`src/rtl/gpio_halfword_edge.sv`:
```
`timescale 1ns/1ps
module gpio_halfword_edge #(
  parameter int AW = 12,
  parameter logic [AW-1:0] HI_OFS = AW'('h500)
) (
  input  logic          clk,
  input  logic          rst_n,
  input  logic          reg_we,
  input  logic [AW-1:0] reg_addr,
  input  logic [15:0]   reg_wdata,
  output logic [15:0]   reg_rdata,
  input  logic [31:0]   pin_i,
  output logic          irq,
  output logic [2:0]    bright_lvl,
  output logic          i2c_sda,
  output logic          i2c_scl
);
  localparam logic [AW-1:0] A_OE_LO   = AW'('h008);
  localparam logic [AW-1:0] A_OUT_LO  = AW'('h00C);
  localparam logic [AW-1:0] A_IN_LO   = AW'('h010);
  localparam logic [AW-1:0] A_FALL_LO = AW'('h014);
  localparam logic [AW-1:0] A_RISE_LO = AW'('h018);
  localparam logic [AW-1:0] A_STAT_LO = AW'('h020);
  localparam logic [AW-1:0] A_OE_HI   = HI_OFS + A_OE_LO;
  localparam logic [AW-1:0] A_OUT_HI  = HI_OFS + A_OUT_LO;
  localparam logic [AW-1:0] A_IN_HI   = HI_OFS + A_IN_LO;
  localparam logic [AW-1:0] A_FALL_HI = HI_OFS + A_FALL_LO;
  localparam logic [AW-1:0] A_RISE_HI = HI_OFS + A_RISE_LO;
  localparam logic [AW-1:0] A_STAT_HI = HI_OFS + A_STAT_LO;

  logic [31:0] sync_a, sync_b;
  logic [31:0] out_q, rise_en, fall_en, stat_q;
  logic [2:0]  oe_bits, bright_q;
  logic [31:0] qual, pick;
  logic        stat_clr;

  function automatic logic [2:0] bright_decode(input logic [2:0] o, input logic [2:0] e);
    case ({o, e})
      {3'd0, 3'd7}: return 3'd0;
      {3'd2, 3'd0}: return 3'd1;
      {3'd2, 3'd1}: return 3'd2;
      {3'd4, 3'd0}: return 3'd3;
      {3'd1, 3'd6}: return 3'd4;
      {3'd2, 3'd5}: return 3'd5;
      {3'd4, 3'd3}: return 3'd6;
      default:      return 3'd7;
    endcase
  endfunction

  assign qual = (sync_a & ~sync_b & rise_en) | (~sync_a & sync_b & fall_en);
  assign pick = qual & (~qual + 32'd1);
  assign stat_clr = reg_we && (reg_addr == A_STAT_LO || reg_addr == A_STAT_HI);

  always_ff @(posedge clk or negedge rst_n) begin
    if (!rst_n) begin
      sync_a <= '1;
      sync_b <= '1;
    end else begin
      sync_a <= pin_i;
      sync_b <= sync_a;
    end
  end

  always_ff @(posedge clk or negedge rst_n) begin
    if (!rst_n) begin
      out_q    <= '0;
      rise_en  <= '0;
      fall_en  <= '0;
      oe_bits  <= '0;
      bright_q <= 3'd7;
    end else if (reg_we) begin
      case (reg_addr)
        A_OUT_LO:  out_q[15:0]    <= reg_wdata;
        A_OUT_HI: begin
          out_q[31:16] <= reg_wdata;
          bright_q     <= bright_decode(reg_wdata[2:0], oe_bits);
        end
        A_OE_HI: begin
          oe_bits  <= reg_wdata[2:0];
          bright_q <= bright_decode(out_q[18:16], reg_wdata[2:0]);
        end
        A_RISE_LO: rise_en[15:0]  <= reg_wdata;
        A_RISE_HI: rise_en[31:16] <= reg_wdata;
        A_FALL_LO: fall_en[15:0]  <= reg_wdata;
        A_FALL_HI: fall_en[31:16] <= reg_wdata;
        default: ;
      endcase
    end
  end

  always_ff @(posedge clk or negedge rst_n) begin
    if (!rst_n)         stat_q <= '0;
    else if (|qual)     stat_q <= pick;
    else if (stat_clr)  stat_q <= '0;
  end

  always_comb begin
    case (reg_addr)
      A_OE_HI:   reg_rdata = {13'd0, oe_bits};
      A_OUT_LO:  reg_rdata = out_q[15:0];
      A_OUT_HI:  reg_rdata = out_q[31:16];
      A_IN_LO:   reg_rdata = sync_b[15:0];
      A_IN_HI:   reg_rdata = sync_b[31:16];
      A_FALL_LO: reg_rdata = fall_en[15:0];
      A_FALL_HI: reg_rdata = fall_en[31:16];
      A_RISE_LO: reg_rdata = rise_en[15:0];
      A_RISE_HI: reg_rdata = rise_en[31:16];
      A_STAT_LO: reg_rdata = stat_q[15:0];
      A_STAT_HI: reg_rdata = stat_q[31:16];
      default:   reg_rdata = 16'd0;
    endcase
  end

  assign irq        = |stat_q;
  assign bright_lvl = bright_q;
  assign i2c_sda    = out_q[29];
  assign i2c_scl    = out_q[30];
endmodule


```
`config.mk`:
```
export PLATFORM = sky130hd
export DESIGN_NAME = gpio_halfword_edge
export DESIGN_NICKNAME = d
export VERILOG_FILES = /design/src/rtl/gpio_halfword_edge.sv
export SDC_FILE = /design/constraint.sdc
export NUM_CORES = 1
export LEC_CHECK = 0
export BUFFER_PORTS_ARGS = -buffer_cell sky130_fd_sc_hd__buf_2
export CORE_MARGIN = 2
export CORE_UTILIZATION = 60
export DETAILED_ROUTE_END_ITERATION = 7
export GPL_ROUTABILITY_DRIVEN = 0
export PLACE_DENSITY = 0.81
export SLEW_MARGIN = 25
export SYNTH_ARGS = -nofsm -noshare
export SYNTH_HDL_FRONTEND = slang
export SYNTH_SLANG_ARGS = --single-unit
```
`constraint.sdc`:
```
create_clock -name clk -period 5.1 [get_ports clk]
set_input_delay 1.275 -clock clk [delete_from_list [all_inputs] [get_ports clk]]
set_output_delay 1.275 -clock clk [all_outputs]
set_load 0.02 [all_outputs]
```
# ---- Word level (Yosys, flattened, before mapping)
# Index checks and enable logic that the tools add are counted.
dict set report word_totals {
  word_cells 66
  out_inout_bits 22
  regBits 198
}
dict set report op_classes {
  n_bitwise 9
  addsub 1
  n_eq_ne 25
  n_reduce_logical 14
  muxes 6
}
# cell count
set ops {}
lappend ops {{16-bit one-hot mux with 11 select lines} 1}
lappend ops {{32-bit bitwise AND} 5}
lappend ops {{32-bit NOT} 3}
lappend ops {{12-bit by 11-bit equality test with 1-bit output, second input constant} 6}
lappend ops {{32-bit two-way mux} 2}
lappend ops {{32-bit OR reduction} 2}
lappend ops {{3-bit one-hot mux with 7 select lines} 2}
lappend ops {{12-bit by 5-bit equality test with 1-bit output, second input constant} 3}
lappend ops {{6-bit by 5-bit equality test with 1-bit output, second input constant} 6}
lappend ops {{32-bit by 1-bit adder with 32-bit output, second input constant} 1}
lappend ops {{32-bit OR} 1}
lappend ops {{6-bit equality test, second input constant} 4}
lappend ops {{2-bit AND reduction} 8}
lappend ops {{12-bit by 4-bit equality test with 1-bit output, second input constant} 1}
lappend ops {{12-bit by 6-bit equality test with 1-bit output, second input constant} 1}
lappend ops {{6-bit by 3-bit equality test with 1-bit output, second input constant} 2}
lappend ops {{6-bit by 4-bit equality test with 1-bit output, second input constant} 2}
lappend ops {{3-bit one-hot mux with 2 select lines} 1}
lappend ops {{2-bit nonzero test} 2}
lappend ops {{1-bit logical AND} 1}
lappend ops {{1-bit logical OR} 1}

# ---- Logic depth before layout (Yosys ltp)
dict set report depth {
  depth_word 8
  depth_mapped 9
  ltp_nobuf 6
}

# ---- Worst setup path after synthesis
# Ideal clock, no wire load.
dict set report synth_timing {
  path_kind {in2out}
  from {input port reg_addr[4]}
  to {output port reg_rdata[12]}
  setup_slack_ns 0.836
  t_required_ns 3.825
  cell_stages 6
  t_arrival_ns 2.989
  cell_sequence {buf_6 -> or4b_4 -> nor4_4 -> clkbuf_1 -> a222oi_1 -> nand4_1}
}
dict set report synth_between {
  elab_chain_cells 2
  elab_cells_between_ends 12
}
# element line_no
set synth_rtl {}
lappend synth_rtl {{start, declared} 9} ;# input logic [AW-1:0] reg_addr,
lappend synth_rtl {{12-bit by 11-bit equality test with 1-bit output, or another cell as far along} 98} ;# case (reg_addr)
lappend synth_rtl {{16-bit one-hot mux with 11 select lines *} 98}
lappend synth_rtl {{end, declared} 11} ;# output logic [15:0] reg_rdata,
# Every way passes the cells marked *; elsewhere a longest branch is shown, timed or not.

# ---- Worst setup path in the final report
dict set report layout_timing {
  from {input port reg_addr[9]}
  to {output port reg_rdata[2]}
}
# The elaborated chain is that of the path after synthesis.

==> flow_metrics.tcl <==
set metrics [dict create \
    slew_headroom_pct 27.5 \
    hold_class "register to register" \
    ant_nets 0 \
    grt_pass1_wl_um 38300 \
    cpMostUsedCell "buf_2" \
    crit_path_max_incr_delay_ns 0.74 \
    overflow 0 \
    die_w_um 126 \
    clk_pin_slew_ns 0.07 \
    slowest_stage "nor2_1" \
    numClockSinks 198 \
    insertion_delay_ns 0.43 \
    port_buffers 84 \
    synthesis.area_um2 8920 \
    core_area_um2 14500 \
    clockRootBuffer "clkbuf_16" \
    final_max_slew_viol_count 0 \
    p_per_area_nw_per_um2 316 \
    drc 0 \
    fp-row-count 44 \
    final.setup.tns_ns 0 \
    worst_pin_slew_ns 1.09 \
    critPathKind "primary input to output pin" \
    fin_nets 899 \
    hold_buffers 0 \
    track_usage_pct 31.0 \
    leakagePower_nw 4.67 \
    dieArea_um2 15900 \
    crit_buf_inv 3 \
    grt_pass1_vias 7217 \
    wl_um 24200 \
    drv_cap 0 \
    drt-initial-drc-count 1062 \
    place_ws_ns 0.270 \
    fin_util_pct 70.5 \
    rsz0062_at_grt "no" \
    skew_ns 0.0132 \
    worst-path-max-fanout 11 \
    end_kind "output pin" \
    area_growth_syn_to_layout_pct 14.9 \
    period_needed_ns 4.95 \
    fmax_ghz 0.202 \
    hold_viol_final 0 \
    ir_worst_vdd_mv 0.270 \
    synth.avg_cell_area_um2 12.0 \
    cts_max_level 4 \
    layout-drive-gt1-share_pct 37.0 \
    crit_chain "buf_2 > nor4_1 > nand2_1 > nor2_1 > buf_4 > a222oi_1 > nand3_1 > buf_2" \
    crit_family "simple AND/OR/NAND/NOR gates" \
    drtPass1Iterations 6 \
    post_cts.repair.setup_buffers 0 \
    syn_nets 808 \
    ioPinCount 85 \
    synth_seq_cells 198 \
    synth.distinct_cells 55 \
    worst_ep_required_time_ns 3.83 \
    antenna_found_initial 0 \
    clk_path_buf_depth 2 \
    period_share_pct 97.0 \
    cts_resized 0 \
    status "finished, final reports clean" \
    nFillCells 988 \
    cts_tree "built" \
    netlist_instances 745 \
    synthFlopType "dfrtp_1" \
    cts_made_buffers 17 \
    start_util_pct 61.4 \
    grt_max_degree 139 \
    dpl.hpwl_um 15800 \
    synth_edf_count 0 \
    synth_async_sr_flop_share_pct 100 \
    setup_ws_ns 0.153 \
    wl_per_cell_um 23.4 \
    worstPathArrival_ns 3.67 \
    insertedDiodeCount 0 \
    num_vias 7105 \
    setup_viol 0 \
    start_kind "primary input" \
    via_per_inst 6.88 \
    die_y_um 126 \
    ys_warn_count 0 \
    yosysSeqAreaShare_pct 56.5 \
]
==> metal layers <==
layer  global-route usage [%]  wire, µm  share of wire [%]  up-vias
li1                         -         -                  -     3040
met1                     40.6      9490                 39     3557
met2                     49.7     11600                 48      426
met3                     7.05      2100                8.7       82
met4                     14.2      1020                4.2        0
met5                        0         0                  0        -
==> layout by cell type (no fill, tap or decap), drive strengths merged, types with 6 or more instances in the layout <==
cell type and instances:
nand2 63, a32o 10, dfstp 67, a32oi 6
a21oi 6, a22o 23, clkbuf 22, nand3 8
inv 21, a211oi 6, buf 108, a22oi 21
nor4 17, a222oi 27, dfrtp 131, nand3b 35
or3 7, o21ai 42, nor3 19, mux2 97
nor2 39, nand4 16
==> where the power goes <==
part / switching (mW) / total (mW) / leakage (nW) / internal, mW
Clock: 0.589 / 1.37 / 0.296 / 0.776
Sequential: 0.0480 / 1.69 / 2.52 / 1.64
Combinational: 0.114 / 0.188 / 1.86 / 0.0737
==> metrics by stage <==
stage / instance area (µm²) / hold WS (ns) / total power, mW / cells
2_1_floorplan: 8920 / 0.358 / 1.79 / 745
3_3_place_gp: 9610 / 0.363 / 1.89 / 1000
3_5_place_dp: 9610 / 0.364 / 1.90 / 1000
5_1_grt: 10300 / 0.379 / 3.36 / 1033
4_1_cts: 10200 / 0.374 / 3.26 / 1032
6_report: 10300 / 0.375 / 3.24 / 1033
==> synth_stat cells (all sizes together) (4+ instances only) <==
library cell / instances / area share (%)
a32oi: 6 / 0.59
nor2: 39 / 1.6
nor3: 19 / 1.1
dfstp: 67 / 20
nor4: 17 / 1.5
a22o: 23 / 2.3
nand3: 8 / 0.45
nand2: 63 / 2.7
inv: 16 / 0.67
nand4: 16 / 1.1
dfrtp: 131 / 37
nand3b: 35 / 2.9
a32o: 10 / 1.1
a21oi: 6 / 0.34
a211oi: 6 / 0.50
buf: 4 / 0.50
mux2: 97 / 12
a221oi: 4 / 0.39
o21ai: 42 / 2.4
a222oi: 27 / 3.0
or3: 7 / 0.49
clkbuf: 32 / 1.3
a22oi: 21 / 1.8
==> logic make-up (layout without fill, tap and decap cells) <==
logic type | after synthesis | count (layout) | share of synthesized area, %
AOI/OAI and AO/OA | 163 | 163 | 14.0
xor gates and xnor gates | 4 | 4 | 0.393
buffers and inverters | 52 | 156 | 2.52
DFF | 198 | 198 | 56.5
muxes | 98 | 98 | 12.4
and+or+nand+nor | 230 | 230 | 14.2
==> sequential cells by signal, indices dropped and copies added (netlist names) <==
register    cells
fall_en        32
sync_b         32
bright_lvl      3
oe_bits         3
rise_en        32
stat_q         32
out_q          32
sync_a         32
==> worst reg2reg max path: cells and delay by family (launching register included) <==
| kind | cells | cell delay (ns) |
|---|---|---|
| and+or+nand+nor | 5 | 1.72 |
| DFF | 1 | 0.55 |
| AOI/OAI and AO/OA | 1 | 0.30 |
==> path summary, 6_finish.rpt <==
kind | from | endpoint | slack, ns | cells past startpoint
setup / recovery | reg_addr[9] | reg_rdata[2] | 0.15 | 8
hold / removal | sync_a[12] | sync_b[12] | 0.38 | 0
setup reg to reg | sync_b[4] | stat_q[23] | 2.45 | 6
hold reg to reg | sync_a[12] | sync_b[12] | 0.38 | 0
max in group asynchronous | rst_n | sync_a[10] | 3.24 | 3
min in group asynchronous | rst_n | rise_en[1] | 0.72 | 1
==> layout make-up <==
class                      count  area, µm²  area share, %
clock buffer                  22        474           4.63
clock inverter                10        134           1.31
inverter                      16       60.1          0.586
multi-input combinational    495       3670           35.8
sequential                   198       5040           49.1
tap                          184        230           2.25
timing repair buffer         108        643           6.27
Note: power is estimated with default switching activity, not from simulation.
